--- src/rtl/sram_wr_pkg.sv ---
package sram_wr_pkg;

  typedef enum logic [2:0] {
    PH_IDLE,
    PH_SETUP,
    PH_PULSE,
    PH_HOLD,
    PH_PAD
  } phase_e;

  typedef enum int unsigned {
    TM_CYCLE,
    TM_PULSE,
    TM_CS_END,
    TM_ADDR_END,
    TM_DATA_SETUP,
    TM_LANE_END,
    TM_TURN_OFF
  } tmsel_e;

  // Nanosecond minimum of one interval for a speed grade (0:55, 1:70, 2:100)
  function automatic int unsigned grade_ns(int unsigned grade, tmsel_e sel);
    int unsigned g;
    g = (grade > 2) ? 2 : grade;
    case (sel)
      TM_CYCLE:      grade_ns = (g == 0) ? 55 : (g == 1) ? 70 : 100;
      TM_PULSE:      grade_ns = (g == 0) ? 35 : (g == 1) ? 55 : 70;
      TM_CS_END:     grade_ns = (g == 0) ? 40 : (g == 1) ? 60 : 80;
      TM_ADDR_END:   grade_ns = (g == 0) ? 40 : (g == 1) ? 60 : 80;
      TM_DATA_SETUP: grade_ns = (g == 0) ? 25 : (g == 1) ? 30 : 40;
      TM_LANE_END:   grade_ns = (g == 0) ? 35 : (g == 1) ? 55 : 70;
      default:       grade_ns = 20;
    endcase
  endfunction

  // Ceiling division into clock cycles, at least one cycle
  function automatic int unsigned ns_to_cyc(int unsigned ns, int unsigned period);
    int unsigned c;
    c = (ns + period - 1) / period;
    ns_to_cyc = (c == 0) ? 1 : c;
  endfunction

  function automatic int unsigned max_u(int unsigned a, int unsigned b);
    max_u = (a > b) ? a : b;
  endfunction

endpackage

--- src/rtl/sram_wr_seq.sv ---
module sram_wr_seq
  import sram_wr_pkg::*;
#(
  parameter int unsigned PULSE_CYC = 12,
  parameter int unsigned TOTAL_CYC = 15,
  parameter int unsigned CNT_W     = 4,
  parameter int unsigned BE_W      = 2
) (
  input  logic             clk,
  input  logic             rst,
  input  logic             req_valid,
  input  logic [BE_W-1:0]  req_be,
  output logic             ready,
  output logic             accept,
  output logic             done,
  output phase_e           phase_d,
  output logic [CNT_W-1:0] pcnt_d
);

  localparam logic [CNT_W-1:0] PULSE_L = CNT_W'(PULSE_CYC);
  localparam logic [CNT_W-1:0] TOTAL_L = CNT_W'(TOTAL_CYC);
  localparam logic [CNT_W-1:0] ONE_L   = CNT_W'(1);

  phase_e           phase_q;
  logic [CNT_W-1:0] pcnt_q;
  logic [CNT_W-1:0] tot_q;
  logic [CNT_W-1:0] tot_d;

  assign ready  = (phase_q == PH_IDLE);
  assign accept = ready && req_valid;
  assign done   = (phase_q == PH_PAD) && (tot_q == TOTAL_L);

  always_comb begin
    phase_d = phase_q;
    pcnt_d  = pcnt_q;
    tot_d   = tot_q;
    case (phase_q)
      PH_IDLE: begin
        if (accept) begin
          tot_d   = ONE_L;
          pcnt_d  = '0;
          phase_d = (req_be != '0) ? PH_SETUP : PH_PAD;
        end
      end
      PH_SETUP: begin
        tot_d   = tot_q + ONE_L;
        pcnt_d  = ONE_L;
        phase_d = PH_PULSE;
      end
      PH_PULSE: begin
        tot_d = tot_q + ONE_L;
        if (pcnt_q == PULSE_L) begin
          phase_d = PH_HOLD;
        end else begin
          pcnt_d = pcnt_q + ONE_L;
        end
      end
      PH_HOLD: begin
        tot_d   = tot_q + ONE_L;
        phase_d = PH_PAD;
      end
      PH_PAD: begin
        if (tot_q == TOTAL_L) begin
          phase_d = PH_IDLE;
          tot_d   = '0;
        end else begin
          tot_d = tot_q + ONE_L;
        end
      end
      default: phase_d = PH_IDLE;
    endcase
  end

  always_ff @(posedge clk) begin
    if (rst) begin
      phase_q <= PH_IDLE;
      pcnt_q  <= '0;
      tot_q   <= '0;
    end else begin
      phase_q <= phase_d;
      pcnt_q  <= pcnt_d;
      tot_q   <= tot_d;
    end
  end

endmodule

--- src/rtl/sram_wr_latch.sv ---
module sram_wr_latch #(
  parameter int unsigned ADDR_W = 19,
  parameter int unsigned DATA_W = 16,
  parameter int unsigned BE_W   = 2
) (
  input  logic              clk,
  input  logic              rst,
  input  logic              accept,
  input  logic [ADDR_W-1:0] req_addr,
  input  logic [DATA_W-1:0] req_data,
  input  logic [BE_W-1:0]   req_be,
  output logic [ADDR_W-1:0] bus_addr,
  output logic [DATA_W-1:0] bus_data,
  output logic [BE_W-1:0]   lane_be
);

  logic [BE_W-1:0] be_q;

  // Lane enables seen by the strobe stage on the accepting edge come straight in
  assign lane_be = accept ? req_be : be_q;

  always_ff @(posedge clk) begin
    if (rst) begin
      bus_addr <= '0;
      bus_data <= '0;
      be_q     <= '0;
    end else if (accept) begin
      bus_addr <= req_addr;
      bus_data <= req_data;
      be_q     <= req_be;
    end
  end

endmodule

--- src/rtl/sram_wr_strobe.sv ---
module sram_wr_strobe
  import sram_wr_pkg::*;
#(
  parameter bit          PULSE_BY_CS = 1'b0,
  parameter int unsigned TURN_CYC    = 5,
  parameter int unsigned CNT_W       = 4,
  parameter int unsigned BE_W        = 2
) (
  input  logic             clk,
  input  logic             rst,
  input  phase_e           phase_d,
  input  logic [CNT_W-1:0] pcnt_d,
  input  logic [BE_W-1:0]  lane_be,
  output logic             cs_n,
  output logic             we_n,
  output logic [BE_W-1:0]  lane_n,
  output logic             dq_oe
);

  localparam logic [CNT_W-1:0] TURN_L = CNT_W'(TURN_CYC);

  logic lead, pulse, lanes_on, drive;

  assign lead     = (phase_d == PH_SETUP);
  assign pulse    = (phase_d == PH_PULSE);
  assign lanes_on = lead || pulse;
  assign drive    = (pulse && (pcnt_d > TURN_L)) || (phase_d == PH_HOLD);

  generate
    if (PULSE_BY_CS) begin : g_cs_frame
      always_ff @(posedge clk) begin
        if (rst) begin
          cs_n <= 1'b1;
          we_n <= 1'b1;
        end else begin
          cs_n <= !pulse;
          we_n <= !lanes_on;
        end
      end
    end else begin : g_we_frame
      always_ff @(posedge clk) begin
        if (rst) begin
          cs_n <= 1'b1;
          we_n <= 1'b1;
        end else begin
          cs_n <= !lanes_on;
          we_n <= !pulse;
        end
      end
    end
  endgenerate

  for (genvar i = 0; i < BE_W; i++) begin : g_lane
    always_ff @(posedge clk) begin
      if (rst) lane_n[i] <= 1'b1;
      else     lane_n[i] <= !(lanes_on && lane_be[i]);
    end
  end

  always_ff @(posedge clk) begin
    if (rst) dq_oe <= 1'b0;
    else     dq_oe <= drive;
  end

endmodule

--- src/rtl/sram_wr_ctrl.sv ---
module sram_wr_ctrl
  import sram_wr_pkg::*;
#(
  parameter int unsigned CLK_PERIOD_NS = 4,
  parameter int unsigned SPEED_GRADE   = 0,
  parameter bit          PULSE_BY_CS   = 1'b0,
  parameter int unsigned ADDR_W        = 19,
  parameter int unsigned DATA_W        = 16
) (
  input  logic              clk,
  input  logic              rst,
  input  logic              req_valid,
  output logic              req_ready,
  input  logic [ADDR_W-1:0] req_addr,
  input  logic [DATA_W-1:0] req_data,
  input  logic [1:0]        req_be,
  output logic              done,
  output logic [ADDR_W-1:0] sram_addr,
  output logic              sram_cs_n,
  output logic              sram_we_n,
  output logic              sram_ub_n,
  output logic              sram_lb_n,
  output logic [DATA_W-1:0] sram_dq_out,
  output logic              sram_dq_oe
);

  localparam int unsigned BE_W     = 2;
  localparam int unsigned WC_CYC   = ns_to_cyc(grade_ns(SPEED_GRADE, TM_CYCLE), CLK_PERIOD_NS);
  localparam int unsigned TURN_CYC = ns_to_cyc(grade_ns(SPEED_GRADE, TM_TURN_OFF), CLK_PERIOD_NS);
  localparam int unsigned DS_CYC   = ns_to_cyc(grade_ns(SPEED_GRADE, TM_DATA_SETUP), CLK_PERIOD_NS);
  localparam int unsigned WP_CYC   = ns_to_cyc(grade_ns(SPEED_GRADE, TM_PULSE), CLK_PERIOD_NS);
  localparam int unsigned CW_CYC   = ns_to_cyc(grade_ns(SPEED_GRADE, TM_CS_END), CLK_PERIOD_NS);
  localparam int unsigned AW_CYC   = ns_to_cyc(grade_ns(SPEED_GRADE, TM_ADDR_END), CLK_PERIOD_NS);
  localparam int unsigned BW_CYC   = ns_to_cyc(grade_ns(SPEED_GRADE, TM_LANE_END), CLK_PERIOD_NS);
  localparam int unsigned PULSE_CYC =
    max_u(max_u(max_u(WP_CYC, CW_CYC), max_u(AW_CYC, BW_CYC)), TURN_CYC + DS_CYC);
  localparam int unsigned TOTAL_CYC = max_u(WC_CYC, PULSE_CYC + 3);
  localparam int unsigned CNT_W     = $clog2(TOTAL_CYC + 1);

  logic             accept;
  phase_e           phase_d;
  logic [CNT_W-1:0] pcnt_d;
  logic [BE_W-1:0]  lane_be;
  logic [BE_W-1:0]  lane_n;

  sram_wr_seq #(
    .PULSE_CYC(PULSE_CYC),
    .TOTAL_CYC(TOTAL_CYC),
    .CNT_W    (CNT_W),
    .BE_W     (BE_W)
  ) u_seq (
    .clk      (clk),
    .rst      (rst),
    .req_valid(req_valid),
    .req_be   (req_be),
    .ready    (req_ready),
    .accept   (accept),
    .done     (done),
    .phase_d  (phase_d),
    .pcnt_d   (pcnt_d)
  );

  sram_wr_latch #(
    .ADDR_W(ADDR_W),
    .DATA_W(DATA_W),
    .BE_W  (BE_W)
  ) u_latch (
    .clk     (clk),
    .rst     (rst),
    .accept  (accept),
    .req_addr(req_addr),
    .req_data(req_data),
    .req_be  (req_be),
    .bus_addr(sram_addr),
    .bus_data(sram_dq_out),
    .lane_be (lane_be)
  );

  sram_wr_strobe #(
    .PULSE_BY_CS(PULSE_BY_CS),
    .TURN_CYC   (TURN_CYC),
    .CNT_W      (CNT_W),
    .BE_W       (BE_W)
  ) u_strobe (
    .clk    (clk),
    .rst    (rst),
    .phase_d(phase_d),
    .pcnt_d (pcnt_d),
    .lane_be(lane_be),
    .cs_n   (sram_cs_n),
    .we_n   (sram_we_n),
    .lane_n (lane_n),
    .dq_oe  (sram_dq_oe)
  );

  assign sram_ub_n = lane_n[1];
  assign sram_lb_n = lane_n[0];

endmodule

--- config.mk ---
export PLATFORM = sky130hd
export DESIGN_NAME = sram_wr_ctrl
export DESIGN_NICKNAME = d
export VERILOG_FILES = /design/src/rtl/sram_wr_pkg.sv /design/src/rtl/sram_wr_seq.sv /design/src/rtl/sram_wr_latch.sv /design/src/rtl/sram_wr_strobe.sv /design/src/rtl/sram_wr_ctrl.sv
export SDC_FILE = /design/constraint.sdc
export NUM_CORES = 1
export LEC_CHECK = 0
export BUFFER_PORTS_ARGS = -buffer_cell sky130_fd_sc_hd__buf_2
export CAP_MARGIN = 20
export CORE_ASPECT_RATIO = 0.7
export CORE_MARGIN = 2
export CORE_UTILIZATION = 33
export CTS_CLUSTER_DIAMETER = 50
export CTS_CLUSTER_SIZE = 8
export DETAILED_ROUTE_END_ITERATION = 12
export PLACE_DENSITY = 0.61
export SYNTH_ARGS = -nofsm -noshare
export SYNTH_HDL_FRONTEND = slang
export SYNTH_SLANG_ARGS = --single-unit
--- constraint.sdc ---
create_clock -name clk -period 1.85 [get_ports clk]
set_clock_uncertainty 0.1 [all_clocks]
set_input_delay 0.37 -clock clk [delete_from_list [all_inputs] [get_ports clk]]
set_output_delay 0.37 -clock clk [all_outputs]
set_load 0.01 [all_outputs]
[Word level (Yosys, flattened, before mapping)]
Index checks and enable logic that the tools add are counted.
Word-level totals
  flip-flop bits (word level): 53
  input port bits: 40
Cells by class
  $add $sub $neg: 2
  $lt $le $gt $ge: 1
  equal/unequal tests: 10
  mux-type cells: 12
  reduce and logical (&&, ||, !) cells: 16
Operator list (count)
  one-hot mux 4 bit (3 select lines): 2
  two-way mux 4 bit: 4
  one-hot mux 3 bit (5 select lines): 1
  equality test 3 x 2 -> 1 bit (second input constant): 4
  two-way mux 3 bit: 4
  adder 4 x 1 -> 4 bit (second input constant): 2
  equality test 4 bit (second input constant): 2
  equality test 3 x 1 -> 1 bit (second input constant): 2
  logical AND 1 bit: 5
  > comparator 4 x 3 -> 1 bit (second input constant): 1
  zero test 1 bit: 4
  equality test 3 bit (second input constant): 1
  zero test 3 bit: 1
  nonzero test 3 bit: 1
  OR reduction 3 bit: 1
  logical OR 1 bit: 2
  two-way mux 2 bit: 1
  != test 2 bit (second input constant): 1
  AND reduction 2 bit: 1
  nonzero test 2 bit: 1

[Depth between registers and ports, before layout]
Gate-level depths: netlist (run 1).
  word-level depth: 8
  depth in mapped cells: 6

[Cells and area by module]
A second synthesis (run 1) with hierarchy kept.
Unflattened totals
  cell total of the unflattened synthesis: 234
  area total of the unflattened synthesis: 2301.0 um^2
By module, submodules not included
  sram_wr_latch: instances 1, cells an instance 119, area an instance 1371.3 um^2, seq. area each 740.7 um^2
  sram_wr_seq: instances 1, cells an instance 102, area an instance 780.7 um^2, seq. area each 220.2 um^2
  sram_wr_strobe: instances 1, cells an instance 13, area an instance 148.9 um^2, seq. area each 100.1 um^2

[Worst setup path before layout (run 1)]
No wires, ideal clock.
  kind: register -> register
  start: register u_seq.pcnt_q[0]
  end: register u_strobe.cs_n
  setup time: 0.130 ns
  arrival time: 1.476 ns
  required time: 1.620 ns
  path slack: 0.143 ns
  stages on the path, launching flop included: 7
  buffers on the path: 0
  period minus slack after synthesis: 1.707 ns
  path through: dfxtp_1 > inv_1 > ha_1 > and3_1 > a211o_1 > nor4_1 > nand2b_1
On the way
  word-level cells in the longest chain between the ends: 6
RTL lines
  start: declaration: RTL line sram_wr_seq.sv:25  | logic [CNT_W-1:0] pcnt_q;
  start signal: assignment: RTL line sram_wr_seq.sv:81  | pcnt_q <= pcnt_d;
  equality test 4 bit *: RTL line sram_wr_seq.sv:52  | if (pcnt_q == PULSE_L) begin
  two-way mux 3 bit *: RTL line sram_wr_seq.sv:52
  one-hot mux 3 bit (5 select lines) *: RTL line sram_wr_seq.sv:37  | case (phase_q)
  equality test 3 x 1 -> 1 bit or equality test 3 x 2 -> 1 bit (tied branches): RTL line sram_wr_strobe.sv:24, sram_wr_strobe.sv:25
  logical OR 1 bit *: RTL line sram_wr_strobe.sv:26  | assign lanes_on = lead || pulse;
  zero test 1 bit *: RTL line sram_wr_strobe.sv:46  | cs_n <= !lanes_on;
  end signal: assignment: RTL line sram_wr_strobe.sv:46
  end: declaration: RTL line sram_wr_strobe.sv:14  | output logic cs_n,
Mark *: on every way between the ends. The rest lies on a longest branch, timed or not.
A chain may end at the register's enable or synchronous reset.

[Worst setup path in the final report (run 1)]
  start: register u_seq.phase_q[1]
  end: output port done
On the way
  word-level cells in the longest chain between the ends: 2
RTL lines
  start: declaration: RTL line sram_wr_seq.sv:24  | phase_e phase_q;
  start signal: assignment: RTL line sram_wr_seq.sv:80  | phase_q <= phase_d;
  equality test 3 bit: RTL line sram_wr_seq.sv:31  | assign done = (phase_q == PH_PAD) && (tot_q == TOTAL_L);
  logical AND 1 bit: RTL line sram_wr_seq.sv:31
  end: declaration: RTL line sram_wr_ctrl.sv:17  | output logic done,
No other way between the ends.

==> summary.md, run 1 <==
| Metric | Value |
|---|---|
| Status | finished, final reports clean |
| Io pins | 82 |
| Post-Synthesis Cells | 256 |
| Worst Setup End Kind | output pin |
| Critical Path RT | 1.38 ns |
| Setup violators final | 0 |
| Total global routing overflow | 0 |
| Syn nets | 299 |
| Maximum root-to-sink buffer count | 2 |
| CTS tree | done |
| Final net count | 391 |
| WL/cell | 12.15 um |
| CTS Buf Count | 5 |
| Starting density of the core | 0.3409 |
| Worst EP arrival | 1.34 ns |
| Detail Route Antenna Nets | 0 |
| Cell taking the most area after synthesis | dfxtp_1 |
| Synth warnings | 0 |
| Tightest Hold Check Type | input port to register |
| CP Class | register to output pin |
| Pwr Density | 947.2 mW/mm2 |
| Worst-path clk slew | 0.10 ns |
| Synth Area in Simple Gates | 0.2550 |
| IO Port Bufs | 81 |
| Average size of a mapped cell | 8.319 um2 |
| Synthesized area | 0.002130 mm2 |
| Layout Cells excl Fill | 427 |
| Total Wirelength | 5189 um |
| Compound-gate portion of the synthesized area | 0.1580 |
| Leakage dissipation | 1.286 nW |
| First-pass GRT wire length | 8245 um |
| Fmax | 551.5 MHz |
| Rel. slew slack | 0.7601 |
| Slew Limit Fails | 0 |
| Root Buffer | clkbuf_8 |
| Multiplexer share of the synthesized area | 0 |
| Pin count of the biggest net entering global routing | 26 |
| Vias in the first global route | 1756 |
| Final worst-path cycle share | 0.9802 |
| Yosys top cell area share | 0.4982 |
| Largest family of logic cells by synthesized area | simple AND/OR/NAND/NOR gates |
| Number of H-tree levels | 2 |
| Fin crit period | 1.813 ns |
| Main synth FF type | dfxtp_1 |
| Area contributors post-synth | dfxtp_1 (50%), nand2_1 (14%), a21oi_1 (10%) |
| DR iter-0 viols | 63 |
| Area share of fa/ha/maj cells after synthesis | 0.01763 |
| Sink Count | 53 |
| Xor/xnor cell area share of the yosys netlist | 0.01234 |
| Ys async rst share | 0 |
| FF+latch count, synth | 53 |
| Core area | 0.006246 mm2 |
| Power consumption | 2.700 mW |
| Gr usage total | 0.1440 |
| Dpl cells | 413 |
| EDFF count, synth | 0 |
| DR vias | 1977 |
| Filler Cells Inserted | 642 |
| Post-DP HPWL | 3583 um |
| CP Max Fanout | 4 |
| Die area | 0.007122 mm2 |
| Clk_lat worst skew | 0.30 ns |
| Diode count | 0 |
| Fraction of layout cells with a size suffix above 1 | 0.3496 |
| Final Hold Fails | 0 |
| GPL Wtd Cong | 0.7822 |
| Finished Core Util | 0.4563 |
| Critical Path Start Type | register |
| Die W | 100.0 um |
| Peak supply drop | 0.3760 mV |
| Area of the multi-input gates | 959.7 um2 |
| Sequential share of the synthesized area | 0.4982 |
| TritonRoute pass-1 iters | 4 |
| Synth cell types | 39 |
| Rows | 24 |
| Slew @ Worst Pin | 0.3508 ns |
| CTS Hold Buffers Added | 0 |
| # DRC | 0 |
| Hold slack | 0.1918 ns |
| P&R area growth vs syn | 33.84% |
| # Max-Cap Violations | 0 |
| Vias per Instance | 4.630 |
| Initial antenna violation count | 0 |
| Reg area | 0.001075 mm2 |
| Vert. Die Dim | 71.21 um |
[power breakdown]
group          leakage [nW]  internal [mW]  switching (mW)  total (mW)
Sequential            0.437           1.23          0.0445        1.27
Clock                0.0681          0.538           0.381       0.919
Combinational         0.781          0.226           0.283       0.510
[through the flow]
| stage | instance area (um2) | worst slack [ns] | TNS (ns) |
|---|---|---|---|
| detailed placement | 2631 | 0.04772 | 0 |
| finish | 2850 | 0.03661 | 0 |
| floorplan | 2130 | 0.1433 | 0 |
| global placement | 2631 | 0.07346 | 0 |
| CTS | 2809 | 0.005103 | 0 |
| global route | 2850 | -0.003875 | -0.003875 |
[area by class of cell]
class | instances | area share
clock buffer | 5 | 0.02414
inverter | 5 | 0.006585
timing repair buffer | 101 | 0.1984
clock inverter | 3 | 0.02283
sequential | 53 | 0.3771
multi-input combinational | 182 | 0.3367
tap | 78 | 0.03424
[flip-flops by register name, summed over array words and instances, names as in the netlist]
name              count
u_seq.phase_q         3
u_strobe.dq_oe        1
u_latch.be_q          2
u_seq.pcnt_q          4
u_seq.tot_q           4
u_latch.bus_addr     19
u_strobe.cs_n         1
u_strobe.lane_n       2
u_strobe.we_n         1
u_latch.bus_data     16
[timing repair]
action                     CTS  global route
pin swaps                    0             2
setup endpoints to repair    2             6
gates resized for setup      7             8
buffers inserted             4             2
[cells in the final DEF (no fill, tap or decap), drive strengths merged, types with 2 or more instances in the layout]
cell type / netlist / routed
nor3: 6 / 6
buf: 11 / 101
clkbuf: 5 / 5
o21ai: 5 / 5
or3b: 2 / 2
bufinv: 0 / 2
a311oi: 2 / 2
a21o: 2 / 2
ha: 3 / 3
inv: 5 / 5
nor2: 8 / 8
xnor2: 2 / 2
nor4: 3 / 3
nand2: 82 / 82
a21oi: 43 / 43
and2: 2 / 2
a211oi: 2 / 2
dfxtp: 53 / 53
and3: 2 / 2
nor4b: 2 / 2
[critical path, stage by stage, from the launching register on]
cell and delay [ns]:
dfxtp_4 0.37, or3b_4 0.42, nor2_4 0.12, buf_2 0.13
[worst paths after layout]
check	startpoint	to	cells after the start	slack [ns]
max reg2reg	u_seq.pcnt_q[0]	u_strobe.cs_n	7	0.07
min reg2reg	u_latch.bus_addr[4]	u_latch.bus_addr[4]	2	0.36
min	req_data[2]	u_latch.bus_data[2]	3	0.19
max	u_seq.phase_q[1]	done	3	0.04
[logic make-up after synthesis]
logic type,Yosys count
simple gates,116
compound gates,60
flops,53
buf+inv,21
xor+xnor,3
fa+ha+maj,3
[cells in the mapped netlist (all sizes together) (3+ instances only)]
cell / instances
nor2: 8
buf: 11
inv: 5
ha: 3
nor4: 3
a21oi: 43
o21ai: 5
clkbuf: 5
dfxtp: 53
nor3: 6
nand2: 82
[routing by layer]
layer | vias up | wire, um | GRT usage | share of wire
li1 | 1040 | - | - | -
met1 | 876 | 2559 | 0.1913 | 0.49
met4 | 0 | 42 | 0.04566 | 0.0081
met5 | - | 0 | 0 | 0
met2 | 59 | 2195 | 0.2207 | 0.42
met3 | 2 | 392 | 0.05171 | 0.076
(Power assumes the default switching activity.)
==> run 2: changes to the inputs <==
Settings changed: CORE_ASPECT_RATIO 0.7 to 0.6, PLACE_DENSITY 0.61 to 0.59.
Clock period 1.85 ns to 2.1 ns, I/O delays scaled along.
==> run 2 against run 1 <==
Effect of this change:
- hold slack better by 0.052 ns
- critical path depth grew 1
- cell area down 3.9%
- global-route usage increased by 0.090 points
- non-clock buffer count fell by 10
- critical path type unchanged
- critical endpoint unchanged
- largest power group unchanged
- highest routed layer unchanged
==> summary.md, run 2 (synthesized netlist as in run 1, its figures left out) <==
| Metric | Value |
|---|---|
| Status | finished, final reports clean |
| Initial antenna violation count | 0 |
| R2r setup slk | 0.18 ns |
| GPL Wtd Cong | 0.8423 |
| Vias per Instance | 4.669 |
| Rows | 22 |
| Slew Limit Fails | 0 |
| Power consumption | 2.241 mW |
| Critical R2R Capture | u_strobe.lane_n[1] |
| CTS Buf Count | 5 |
| Root Buffer | clkbuf_8 |
| IO Port Bufs | 81 |
| Fraction of layout cells with a size suffix above 1 | 0.3156 |
| TritonRoute pass-1 iters | 4 |
| Gr usage total | 0.1449 |
| Slew @ Worst Pin | 0.4469 ns |
| Tightest Hold Check Type | input port to register |
| Worst-path clk slew | 0.10 ns |
| Diode count | 0 |
| Fin crit period | 1.991 ns |
| Hold Path Sink | u_latch.bus_data[4] |
| DR vias | 1975 |
| Most common cell after layout, fill and taps aside | nand2_1 |
| Maximum root-to-sink buffer count | 2 |
| Starting density of the core | 0.3454 |
| Number of H-tree levels | 2 |
| First-pass GRT wire length | 8073 um |
| CTS tree | done |
| Detail Route Antenna Nets | 0 |
| Total Wirelength | 5148 um |
| Sink Count | 53 |
| Rel. slew slack | 0.6993 |
| Setup violators final | 0 |
| Final Hold Fails | 0 |
| Switching portion of total power | 0.2776 |
| Dpl cells | 415 |
| Worst Setup End Kind | output pin |
| Filler Cells Inserted | 626 |
| Worst Slack Setup Final | 0.1090 ns |
| Sw power | 622.1 uW |
| Registers with the most flip-flops | u_latch.bus_addr (19), u_latch.bus_data (16) |
| RR Startpoint | u_seq.pcnt_q[0] |
| Clk_lat worst skew | 0.30 ns |
| Design Area, Final | 0.002740 mm2 |
| Clock Power Share | 0.311 |
| Critical Path RT | 1.58 ns |
| CP Max Fanout | 17 |
| Leakage dissipation | 1.221 nW |
| Post-DP HPWL | 3662 um |
| Setup_tns | 0 ns |
| Worst EP arrival | 1.47 ns |
| Fmax | 502.3 MHz |
| Critical Path Start Type | register |
| Comb pwr share | 0.186 |
| RSZ-0062 raised after global routing | no |
| Largest reg by FF count | u_latch.bus_addr |
| Final worst-path cycle share | 0.9481 |
| Vias in the first global route | 1694 |
| Io pins | 82 |
| Total global routing overflow | 0 |
| Internal | 1.619 mW |
| Die area | 0.007133 mm2 |
| Hold slack | 0.2433 ns |
| # Max-Cap Violations | 0 |
| Pin count of the biggest net entering global routing | 30 |
| DR iter-0 viols | 110 |
| Final net count | 381 |
| Pwr Density | 817.7 mW/mm2 |
| Reg area | 0.001064 mm2 |
| Max reg flops | 19 |
| Sequential power share | 0.503 |
| Die W | 107.7 um |
| # DRC | 0 |
| Peak supply drop | 0.3289 mV |
| DP Worst Slack | 0.2114 ns |
| HP Start | req_data[4] |
| P&R area growth vs syn | 28.67% |
| R2r worst-path depth | 6 |
| WL/cell | 12.17 um |
| Layout Cells excl Fill | 423 |
| Commonest cells after routing, fill and taps aside | nand2_1 (82), buf_2 (81), dfxtp_1 (51) |
| Finished Core Util | 0.4444 |
| Vert. Die Dim | 66.23 um |
| Area post-placement | 0.002621 mm2 |
| Core area | 0.006166 mm2 |
| Hold Path Depth | 3 |
| Area of the multi-input gates | 948.4 um2 |
| CP Class | register to output pin |
run 2: changes by cell type in the layout (fill, tap and decap cells not counted), sizes merged:
cell / change
buf: -10
bufinv: -1
clkbuf: +1
run 2: worst max path at each step:
| stage | start | depth (start not counted) | slack (ns) | end |
|---|---|---|---|---|
| after CTS | u_seq.phase_q[2] | 3 | 0.007 | done |
| after global placement | u_seq.pcnt_q[0] | 6 | 0.27 | u_strobe.lane_n[0] |
| after global routing | u_seq.pcnt_q[0] | 6 | 0.002 | u_strobe.lane_n[1] |
| after detailed placement | u_seq.pcnt_q[0] | 6 | 0.21 | u_strobe.lane_n[1] |
| final | u_seq.phase_q[1] | 4 | 0.11 | done |
| after floorplan | u_seq.pcnt_q[0] | 6 | 0.39 | u_strobe.cs_n |
run 2: final cells by class:
class / count / area share
flip-flops and latches: 53 / 0.3881
clock inverters: 2 / 0.01416
repair buffers: 91 / 0.1799
well taps: 84 / 0.03836
inverters: 5 / 0.006849
clock buffers: 6 / 0.02648
multi-input cells: 182 / 0.3461
run 2: timing repair:
item | 4_1_cts | 5_1_grt
endpoints found under the setup margin | 0 | 1
hold buffers | 0 | 0
gates resized for setup | 0 | 4
setup buffers | 0 | 0
hold endpoints to repair | 0 | 0
run 2: layer usage:
layer,track usage,part of all wire,vias up
met5,0,0,-
li1,-,-,1022
met2,0.2107,0.40,76
met3,0.05714,0.091,5
met1,0.1967,0.50,872
met4,0.04327,0.0085,0
run 2: critical path: stages, from the launching register on:
cell and delay, ns:
dfxtp_1 0.31, buf_4 0.18, or3b_4 0.40, nor2_2 0.13, buf_2 0.14
run 2: power by group through the flow:
stage | Combinational, mW | Clock [mW] | Sequential [mW]
floorplan | 0.236 | 0 | 1.17
global placement | 0.419 | 0 | 1.15
detailed placement | 0.420 | 0 | 1.15
CTS | 0.421 | 0.733 | 1.13
global route | 0.469 | 0.770 | 1.14
finish | 0.418 | 0.697 | 1.13
